<file path="config.mk">
export PLATFORM = sky130hd
export DESIGN_NAME = twowire_reg_master
export DESIGN_NICKNAME = d
export VERILOG_FILES = /design/src/rtl/tw_pkg.sv /design/src/rtl/tw_quarter_tick.sv /design/src/rtl/tw_bit_engine.sv /design/src/rtl/twowire_reg_master.sv
export SDC_FILE = /design/constraint.sdc
export NUM_CORES = 1
export LEC_CHECK = 0
export BUFFER_PORTS_ARGS = -buffer_cell sky130_fd_sc_hd__buf_4
export CORE_MARGIN = 2
export CORE_UTILIZATION = 57
export DETAILED_ROUTE_END_ITERATION = 6
export PLACE_DENSITY = 0.8
export SLEW_MARGIN = 15
export SYNTH_ARGS = -nofsm -noshare
export SYNTH_HDL_FRONTEND = slang
export SYNTH_SLANG_ARGS = --single-unit
</file>
<file path="constraint.sdc">
create_clock -name clk -period 2.4 [get_ports clk]
set_input_delay 0.48 -clock clk [delete_from_list [all_inputs] [get_ports clk]]
set_output_delay 0.48 -clock clk [all_outputs]
set_load 0.02 [all_outputs]
</file>
<file path="src/rtl/tw_pkg.sv">
package tw_pkg;

   // bus symbols executed by the bit engine, four quarter phases each
   typedef enum logic [1:0] {
      SYM_START   = 2'd0,
      SYM_RESTART = 2'd1,
      SYM_STOP    = 2'd2,
      SYM_BIT     = 2'd3
   } tw_sym_e;

   // transfer sequencer states
   typedef enum logic [2:0] {
      ST_IDLE   = 3'd0,
      ST_START  = 3'd1,
      ST_TX     = 3'd2,
      ST_RSTART = 3'd3,
      ST_RX     = 3'd4,
      ST_STOP   = 3'd5
   } tw_state_e;

   // role of the byte being shifted out
   typedef enum logic [1:0] {
      BK_DEV  = 2'd0,
      BK_IADR = 2'd1,
      BK_DEVR = 2'd2,
      BK_DATA = 2'd3
   } tw_byte_e;

endpackage

</file>
<file path="src/rtl/tw_quarter_tick.sv">
module tw_quarter_tick #(
   parameter int DIV_W = 8
) (
   input  logic             clk,
   input  logic             rst_n,
   input  logic             run_i,
   input  logic [DIV_W-1:0] div_i,
   output logic             tick_o
);
   logic [DIV_W-1:0] cnt_q;

   assign tick_o = run_i && (cnt_q == div_i);

   always_ff @(posedge clk or negedge rst_n) begin
      if (!rst_n)                cnt_q <= '0;
      else if (!run_i || tick_o) cnt_q <= '0;
      else                       cnt_q <= cnt_q + 1'b1;
   end
endmodule

</file>
<file path="src/rtl/tw_bit_engine.sv">
module tw_bit_engine
   import tw_pkg::*;
#(
   parameter int IN_SYNC = 2
) (
   input  logic    clk,
   input  logic    rst_n,
   input  logic    cmd_valid_i,
   input  tw_sym_e cmd_sym_i,
   input  logic    cmd_bit_i,
   input  logic    tick_i,
   input  logic    sda_i,
   output logic    active_o,
   output logic    done_o,
   output logic    rx_o,
   output logic    scl_oe_o,
   output logic    sda_oe_o
);
   tw_sym_e    sym_q;
   logic [1:0] phase_q;
   logic       bit_q, active_q, rx_q, sda_s;

   if (IN_SYNC == 0) begin : g_nosync
      assign sda_s = sda_i;
   end else begin : g_sync
      logic [IN_SYNC-1:0] pipe_q;
      always_ff @(posedge clk or negedge rst_n) begin
         if (!rst_n) pipe_q <= '1;
         else        pipe_q <= IN_SYNC'({pipe_q, sda_i});
      end
      assign sda_s = pipe_q[IN_SYNC-1];
   end

   assign active_o = active_q;
   assign rx_o     = rx_q;
   assign done_o   = active_q && tick_i && (phase_q == 2'd3);

   always_ff @(posedge clk or negedge rst_n) begin
      if (!rst_n) begin
         sym_q    <= SYM_STOP;
         phase_q  <= 2'd3;
         bit_q    <= 1'b1;
         active_q <= 1'b0;
         rx_q     <= 1'b1;
      end else if (!active_q) begin
         if (cmd_valid_i) begin
            sym_q    <= cmd_sym_i;
            bit_q    <= cmd_bit_i;
            phase_q  <= 2'd0;
            active_q <= 1'b1;
         end
      end else if (tick_i) begin
         if (phase_q == 2'd2) rx_q <= sda_s;
         if (phase_q == 2'd3) active_q <= 1'b0;
         else                 phase_q  <= phase_q + 1'b1;
      end
   end

   // pull-low enables decoded from symbol and phase; idle holds phase 3
   always_comb begin
      scl_oe_o = 1'b0;
      sda_oe_o = 1'b0;
      unique case (sym_q)
         SYM_START: begin
            scl_oe_o = (phase_q == 2'd3);
            sda_oe_o = phase_q[1];
         end
         SYM_RESTART: begin
            scl_oe_o = (phase_q == 2'd0) || (phase_q == 2'd3);
            sda_oe_o = phase_q[1];
         end
         SYM_STOP: begin
            scl_oe_o = (phase_q == 2'd0);
            sda_oe_o = !phase_q[1];
         end
         SYM_BIT: begin
            scl_oe_o = (phase_q == 2'd0) || (phase_q == 2'd3);
            sda_oe_o = !bit_q;
         end
      endcase
   end

   // an SDA edge under a released SCL belongs to a bus condition
   assert_sda_edge_only_in_condition_R2: assert property (@(posedge clk) disable iff (!rst_n)
      (!scl_oe_o && $past(!scl_oe_o) && !$stable(sda_oe_o)) |-> (sym_q != SYM_BIT));

   // phases advance only on a divider tick
   assert_phase_waits_for_tick_R9: assert property (@(posedge clk) disable iff (!rst_n)
      (active_q && !tick_i) |=> $stable(phase_q));
endmodule

</file>
<file path="src/rtl/twowire_reg_master.sv">
module twowire_reg_master
   import tw_pkg::*;
#(
   parameter int DIV_W    = 8,
   parameter int IA_BYTES = 3,
   parameter int IN_SYNC  = 2,
   localparam int IA_W    = 8 * IA_BYTES,
   localparam int SZ_W    = $clog2(IA_BYTES + 1)
) (
   input  logic             clk,
   input  logic             rst_n,
   input  logic             start_i,
   input  logic [6:0]       dev_addr_i,
   input  logic             rd_i,
   input  logic [SZ_W-1:0]  iadr_size_i,
   input  logic [IA_W-1:0]  iadr_i,
   input  logic [7:0]       wdata_i,
   input  logic [DIV_W-1:0] clk_div_i,
   output logic             busy_o,
   output logic             done_o,
   output logic             nack_o,
   output logic [7:0]       rdata_o,
   output logic             scl_oe_o,
   output logic             sda_oe_o,
   input  logic             sda_i
);
   if (IA_BYTES < 1 || IA_BYTES > 4) begin : g_bad_ia
      $error("IA_BYTES must lie between 1 and 4");
   end
   if (IN_SYNC < 0 || IN_SYNC > 3) begin : g_bad_sync
      $error("IN_SYNC must lie between 0 and 3");
   end
   if (DIV_W < 2) begin : g_bad_div
      $error("DIV_W must be at least 2");
   end

   tw_state_e       st_q;
   tw_byte_e        kind_q;
   logic [7:0]      sh_q, rdata_q;
   logic [3:0]      bitcnt_q;
   logic [SZ_W-1:0] remain_q;
   logic [6:0]      dev_q;
   logic            rd_q, wait_q, nack_q, done_q;
   logic [IA_W-1:0] iadr_q, iadr_shift;
   logic [7:0]      wdata_q;
   logic [DIV_W-1:0] div_q;

   logic    cmd_valid, cmd_bit, eng_active, eng_done, eng_rx, tick;
   tw_sym_e cmd_sym;

   assign busy_o  = (st_q != ST_IDLE);
   assign done_o  = done_q;
   assign nack_o  = nack_q;
   assign rdata_o = rdata_q;

   assign iadr_shift = iadr_q >> {remain_q - 1'b1, 3'b000};

   // one symbol request per step; the engine is always idle when !wait_q
   assign cmd_valid = busy_o && !wait_q;
   always_comb begin
      cmd_bit = 1'b1;
      unique case (st_q)
         ST_START:  cmd_sym = SYM_START;
         ST_RSTART: cmd_sym = SYM_RESTART;
         ST_STOP:   cmd_sym = SYM_STOP;
         default: begin
            cmd_sym = SYM_BIT;
            if (st_q == ST_TX && !bitcnt_q[3]) cmd_bit = sh_q[7];
         end
      endcase
   end

   tw_quarter_tick #(.DIV_W(DIV_W)) i_tick (
      .clk(clk), .rst_n(rst_n), .run_i(eng_active), .div_i(div_q), .tick_o(tick)
   );

   tw_bit_engine #(.IN_SYNC(IN_SYNC)) i_engine (
      .clk(clk), .rst_n(rst_n), .cmd_valid_i(cmd_valid), .cmd_sym_i(cmd_sym),
      .cmd_bit_i(cmd_bit), .tick_i(tick), .sda_i(sda_i), .active_o(eng_active),
      .done_o(eng_done), .rx_o(eng_rx), .scl_oe_o(scl_oe_o), .sda_oe_o(sda_oe_o)
   );

   always_ff @(posedge clk or negedge rst_n) begin
      if (!rst_n) begin
         st_q     <= ST_IDLE;
         kind_q   <= BK_DEV;
         sh_q     <= '0;
         rdata_q  <= '0;
         bitcnt_q <= '0;
         remain_q <= '0;
         dev_q    <= '0;
         rd_q     <= 1'b0;
         iadr_q   <= '0;
         wdata_q  <= '0;
         div_q    <= '0;
         wait_q   <= 1'b0;
         nack_q   <= 1'b0;
         done_q   <= 1'b0;
      end else begin
         done_q <= 1'b0;
         if (cmd_valid) wait_q <= 1'b1;
         if (eng_done)  wait_q <= 1'b0;
         if (st_q == ST_IDLE) begin
            if (start_i) begin
               st_q     <= ST_START;
               dev_q    <= dev_addr_i;
               rd_q     <= rd_i;
               remain_q <= iadr_size_i;
               iadr_q   <= iadr_i;
               wdata_q  <= wdata_i;
               div_q    <= clk_div_i;
               nack_q   <= 1'b0;
            end
         end else if (eng_done) begin
            unique case (st_q)
               ST_START: begin
                  sh_q     <= {dev_q, rd_q && (remain_q == '0)};
                  kind_q   <= BK_DEV;
                  bitcnt_q <= '0;
                  st_q     <= ST_TX;
               end
               ST_RSTART: begin
                  sh_q     <= {dev_q, 1'b1};
                  kind_q   <= BK_DEVR;
                  bitcnt_q <= '0;
                  st_q     <= ST_TX;
               end
               ST_TX: begin
                  if (!bitcnt_q[3]) begin
                     sh_q     <= {sh_q[6:0], 1'b0};
                     bitcnt_q <= bitcnt_q + 1'b1;
                  end else begin
                     bitcnt_q <= '0;
                     if (eng_rx) begin
                        nack_q <= 1'b1;
                        st_q   <= ST_STOP;
                     end else if ((kind_q == BK_DEV || kind_q == BK_IADR) && remain_q != '0) begin
                        sh_q     <= iadr_shift[7:0];
                        remain_q <= remain_q - 1'b1;
                        kind_q   <= BK_IADR;
                     end else if (kind_q == BK_DATA) begin
                        st_q <= ST_STOP;
                     end else if (kind_q == BK_DEVR || (kind_q == BK_DEV && rd_q)) begin
                        st_q <= ST_RX;
                     end else if (rd_q) begin
                        st_q <= ST_RSTART;
                     end else begin
                        sh_q   <= wdata_q;
                        kind_q <= BK_DATA;
                     end
                  end
               end
               ST_RX: begin
                  if (!bitcnt_q[3]) begin
                     sh_q     <= {sh_q[6:0], eng_rx};
                     bitcnt_q <= bitcnt_q + 1'b1;
                  end else begin
                     rdata_q <= sh_q;
                     st_q    <= ST_STOP;
                  end
               end
               ST_STOP: begin
                  st_q   <= ST_IDLE;
                  done_q <= 1'b1;
               end
               default: st_q <= ST_IDLE;
            endcase
         end
      end
   end

   // an accepted start makes the block busy on the next cycle
   assert_start_sets_busy_R1: assert property (@(posedge clk) disable iff (!rst_n)
      (start_i && !busy_o) |=> busy_o);

   // the NACK flag holds until a new transfer is accepted
   assert_nack_sticky_R7: assert property (@(posedge clk) disable iff (!rst_n)
      (nack_o && !(start_i && !busy_o)) |=> nack_o);

   // completion pulse coincides with the end of busy
   assert_done_ends_busy_R10: assert property (@(posedge clk) disable iff (!rst_n)
      done_o |-> (!busy_o && $past(busy_o)));
   assert_busy_falls_with_done_R10: assert property (@(posedge clk) disable iff (!rst_n)
      $fell(busy_o) |-> done_o);

   // an idle master leaves both lines released
   assert_idle_lines_released_R11: assert property (@(posedge clk) disable iff (!rst_n)
      !busy_o |-> (!scl_oe_o && !sda_oe_o));
endmodule

</file>
# Yosys cells after proc, flatten, opt, wreduce, memory -nomap -nowiden
# Cells that the tools add are included.
dict set report word_totals {
  register_bits 95
  latchBits 0
  ram_bits 0
  mem_bits_ro 0
  output_inout_bits 13
  word_cells 172
  memories 0
}
dict set report classes {
  n_addsub 4
  mul 0
  n_div 0
  order_cmp 0
  n_eq_ne 32
  shifts 1
  muxes 61
  bitwise 2
  n_reduce_logical 50
}
# cell count
set op_table {}
lappend op_table {{$mux 8} 8}
lappend op_table {{$mux 2} 17}
lappend op_table {{$pmux 8 s4} 1}
lappend op_table {{$mux 3} 10}
lappend op_table {{$shr 24x5->8} 1}
lappend op_table {{$mux 1} 17}
lappend op_table {{$reduce_and 8->1} 2}
lappend op_table {{$reduce_bool 2->1} 8}
lappend op_table {{$eq 2x2->1 const B} 6}
lappend op_table {{$ne 2x2->1 const B} 6}
lappend op_table {{$ne 3x3->1 const B} 4}
lappend op_table {{$pmux 2 s3} 2}
lappend op_table {{$pmux 4 s3} 1}
lappend op_table {{$reduce_and 6->1} 2}
lappend op_table {{$pmux 3 s3} 1}
lappend op_table {{$reduce_and 3->1} 3}
lappend op_table {{$reduce_bool 3->1} 3}
lappend op_table {{$add 8x1->8 const B} 1}
lappend op_table {{$eq 8x8->1} 1}
lappend op_table {{$logic_and 1x1->1} 8}
lappend op_table {{$logic_not 2->1} 4}
lappend op_table {{$mux 4} 2}
lappend op_table {{$ne 4x3->1 const B} 2}
lappend op_table {{$ne 4x4->1 const B} 2}
lappend op_table {{other kinds (21)} 38}

# Logic depth before layout (Yosys ltp)
dict set report depth {
  word_depth 11
  mapped_depth 8
  ltp_nobuf 7
}

# By module
# From an unflattened synthesis, not the netlist that was laid out.
dict set report unflattened {
  hier_cells 490
  area_unflattened_um2 4804.6
}
# mod n_inst cells_each area_each_um2
set modules_own_cells {}
lappend modules_own_cells {twowire_reg_master 1 405 3814.9}
lappend modules_own_cells {tw_quarter_tick 1 46 500.5}
lappend modules_own_cells {tw_bit_engine 1 39 489.2}

# Worst setup path before layout
# Ideal clock, no wire load.
dict set report synth_timing {
  path_type {register to register}
  startpoint {register remain_q[0]}
  endpoint {register sh_q[6]}
  arrival_time_ns 1.948
  t_required_ns 2.275
  path_slack_ns 0.327
  path_stages_with_launch 9
  path_buffers 1
  cell_sequence {dfrtp_1 inv_1 ha_1 buf_2 mux2_2 a22oi_1 a211oi_1 a221o_1 mux2_2}
}
dict set report synth_between {
  elab_chain_cells 6
  elab_cells_between_ends 12
  cone_classes {1 x add/sub; 3 x eq/ne; 1 x shift; 4 x mux; 3 x reduce/logical}
}
# item line
set synth_rtl {}
lappend synth_rtl {{start: declaration} twowire_reg_master.sv:41} ;# logic [SZ_W-1:0] remain_q;
lappend synth_rtl {{start signal: assignment} twowire_reg_master.sv:108} ;# remain_q <= iadr_size_i;
lappend synth_rtl {{start signal: assignment} twowire_reg_master.sv:139} ;# remain_q <= remain_q - 1'b1;
lappend synth_rtl {{$sub 2x1->2 or $reduce_bool 2->1 (tied branches)} {twowire_reg_master.sv:56, twowire_reg_master.sv:137}}
lappend synth_rtl {{$shr 24x5->8 or $logic_and 1x1->1 (tied branches)} {twowire_reg_master.sv:56, twowire_reg_master.sv:137}}
lappend synth_rtl {{$mux 8} twowire_reg_master.sv:137} ;# end else if ((kind_q == BK_DEV || kind_q == BK_IADR) && remain_q != '0) begin
lappend synth_rtl {{$mux 8} twowire_reg_master.sv:134} ;# if (eng_rx) begin
lappend synth_rtl {{$mux 8} twowire_reg_master.sv:129} ;# if (!bitcnt_q[3]) begin
lappend synth_rtl {{$pmux 8 s4} twowire_reg_master.sv:115} ;# unique case (st_q)
lappend synth_rtl {{end signal: assignment} twowire_reg_master.sv:117} ;# sh_q <= {dev_q, rd_q && (remain_q == '0)};
lappend synth_rtl {{end signal: assignment} twowire_reg_master.sv:130} ;# sh_q <= {sh_q[6:0], 1'b0};
lappend synth_rtl {{end signal: assignment} twowire_reg_master.sv:138} ;# sh_q <= iadr_shift[7:0];
lappend synth_rtl {{end: declaration} twowire_reg_master.sv:39} ;# logic [7:0] sh_q, rdata_q;
# Several ways; a longest one is shown, not always the timed one. The select of a mux whose other input is x is not followed.
# A chain may end at the register's enable or synchronous reset.

# Final worst setup path
# Ends and elaborated chain as after synthesis.

==> results.yml <==
run_status:
  status: "finished, final reports clean"
clock_network:
  cts_setup_buffers: 0
  clk_latency_ps: 370
  cts_max_level: 3
  cts_hold_buf: 0
  root_buffer: "clkbuf_8"
  clock_sinks: 95
  cts_tree: "built"
  clk_path_buf_depth: 2
  clkTransAtPathRegs_ps: 90
  ctsResizeCount: 0
  cts_buffers: 9
placed_design:
  pre_cts_ws_ps: 144
  dp_hpwl_um: 7130
  io_buffers: 66
  gp_congestion: 0.865
critical_path:
  crit_arrival_ps: 2530
  crit_buf_inv: 1
  cpMostUsedCell: "mux2_2"
  critPathTopFamily: "multiplexers"
  worstPathMaxFanout: 11
  cp.required_ps: 2650
  max_stage_delay_ps: 550
  path_cells: "inv_1 > ha_1 > mux2_2 > a22oi_1 > a211oi_1 > a221o_1 > mux2_2"
  crit_type: "register to register"
  crit_cells: 7
  worstSetupStartpointType: "register"
  ff2ff_path_depth: 7
  cp-end-kind: "register"
  cp_slowest_cell: "ha_1"
timing:
  min_period_over_period: 0.949
  setup_viol: 0
  setup_ws_ps: 121
  finalHoldViolCount: 0
  maxSlewViolCount: 0
  rsz0062_at_grt: "no"
  layout_min_cycle_time_ps: 2280
  slew_headroom: 0.664
  max_freq_mhz: 439
  tightest_slew_ps: 504
  tns_ps: 0
  fin_skew_ps: 12.9
synthesis:
  synth_seq_cells: 95
  synth_edf_count: 0
  avgSynthCellArea_um2: 9.53
  syn_nets: 537
  postSynthCellCount: 477
  synth-async-reset-ratio: 1.00
  synthFlopType: "dfrtp_1"
  synth_seq_area_share: 0.525
  mappedNetlistArea_mm2: 0.00454
  synth.distinct_cells: 47
  ys_warn_count: 0
global_routing:
  grt_max_degree: 60
  grt_pass1_vias: 3452
  grtUsageTotal: 0.245
  grt_first_pass_wirelength_um: 16700
  overflow: 0
  antenna_found_initial: 0
die:
  fp.coreArea_mm2: 0.00773
  initial_core_util: 0.588
  die_h_um: 93.3
  boundaryPins: 67
  die_w_um: 93.3
  die_area_mm2: 0.00870
  rows: 32
finish:
  num-nets-final: 599
  final_cell_mix: "nand2_1 (160), dfrtp_1 (88), buf_4 (75)"
  layout_commonest_cell: "nand2_1"
  drive_gt1_frac: 0.239
  n_antenna_cell: 0
  final_core_util: 0.693
  areaGrowthSynthToFinish_pct: 17.8
drt:
  wl_per_cell_um: 15.4
  vias: 3545
  viasPerCell: 5.50
  ant_nets: 0
  drtIter0Drc: 219
  drtPass1Iterations: 7
  wl_um: 9900
  drc: 0
power:
  power.density_mw_per_mm2: 527
  total_power_mw: 2.82
  ir_drop_mv: 0.354
  p_leak_nw: 2.86
flow_run:
  drv_cap: 0
hold_path:
  hold_class: "input pin to async pin"
## where the power goes
| group | total [mW] | internal [mW] | switching [mW] |
|---|---|---|---|
| clock | 1.09 | 0.537 | 0.557 |
| sequential | 1.61 | 1.60 | 0.00200 |
| combinational | 0.121 | 0.0679 | 0.0535 |
## kinds of logic after synthesis
group	Yosys count	share of synthesized area
mux	28	0.0757
xor+xnor	14	0.0270
simple gates	238	0.223
compound gates	61	0.100
fa+ha+maj	6	0.0165
buf+inv	35	0.0319
flops	95	0.525
## final timing paths
path | startpoint | end | slack [ps]
min in group clk | sda_i | i_engine.g_sync.pipe_q[0] | 220
min | rst_n | rd_q | 70
max reg2reg | remain_q[0] | sh_q[6] | 120
max | remain_q[0] | sh_q[6] | 120
min reg2reg | i_engine.g_sync.pipe_q[0] | i_engine.g_sync.pipe_q[1] | 360
max in group asynchronous | rst_n | i_tick.cnt_q[6] | 1670
## worst reg2reg max path, delay by kind of cell, from the launching register on
kind	cells	cell delay (ps)
buf+inv	1	60
compound gates	3	540
flops	1	360
mux	2	660
fa+ha+maj	1	550
## cell type report
type                    count  area [um2]
clock inverters             4        55.1
multi-input cells         347        2010
clock buffers              11         151
fillers                   600        2370
repair buffers             76         583
flip-flops and latches     95        2390
well taps                 102         128
inverters                  10        37.5
## cells in the mapped netlist (all sizes together), types with 2 or more instances
master	count	area (um2)
nand2	161	607
dfrtp	88	2200
nor2	37	139
mux2	27	334
clkbuf	15	56.3
a211oi	14	105
xor2	13	114
buf	10	51.3
inv	10	37.5
nand3	10	62.6
o21ai	9	45.0
a221o	7	70.1
a22oi	7	52.6
dfstp	7	184
ha	6	75.1
a21oi	4	20.0
and3	4	25.0
nand2b	4	25.0
nor3	4	20.0
nor4	4	37.5
a211o	3	26.3
a22o	3	26.3
and2	3	18.8
nor2b	3	18.8
nor3b	3	27.5
a21o	2	15.0
nand3b	2	15.0
nand4	2	12.5
o211ai	2	15.0
o22a	2	17.5
o31ai	2	15.0
## flip-flops by register name (all words and copies together), names as in the netlist, 3 cells and up
signal / cells
dev_q: 7
div_q: 8
rdata_o: 8
i_tick.cnt_q: 8
iadr_q: 24
st_q: 3
wdata_q: 8
sh_q: 8
bitcnt_q: 4
## routing by layer
layer / track usage / vias up / share of wire / wire length (um)
met5: 0 / - / 0 / 0
met4: 0.100 / 0 / 0.020 / 196
met3: 0.0363 / 15 / 0.053 / 525
met2: 0.390 / 100 / 0.47 / 4670
met1: 0.340 / 1700 / 0.46 / 4510
li1: - / 1730 / - / -
## per-stage QoR
| stage | hold WS [ps] | cells | area [um2] |
|---|---|---|---|
| 2_1_floorplan | 184 | 477 | 4540 |
| 3_3_place_gp | 346 | 630 | 5150 |
| 5_1_grt | 115 | 645 | 5350 |
| 6_report | 68.0 | 645 | 5350 |
| 4_1_cts | 86.1 | 645 | 5350 |
| 3_5_place_dp | 347 | 630 | 5150 |
(Power assumes the default switching activity.)
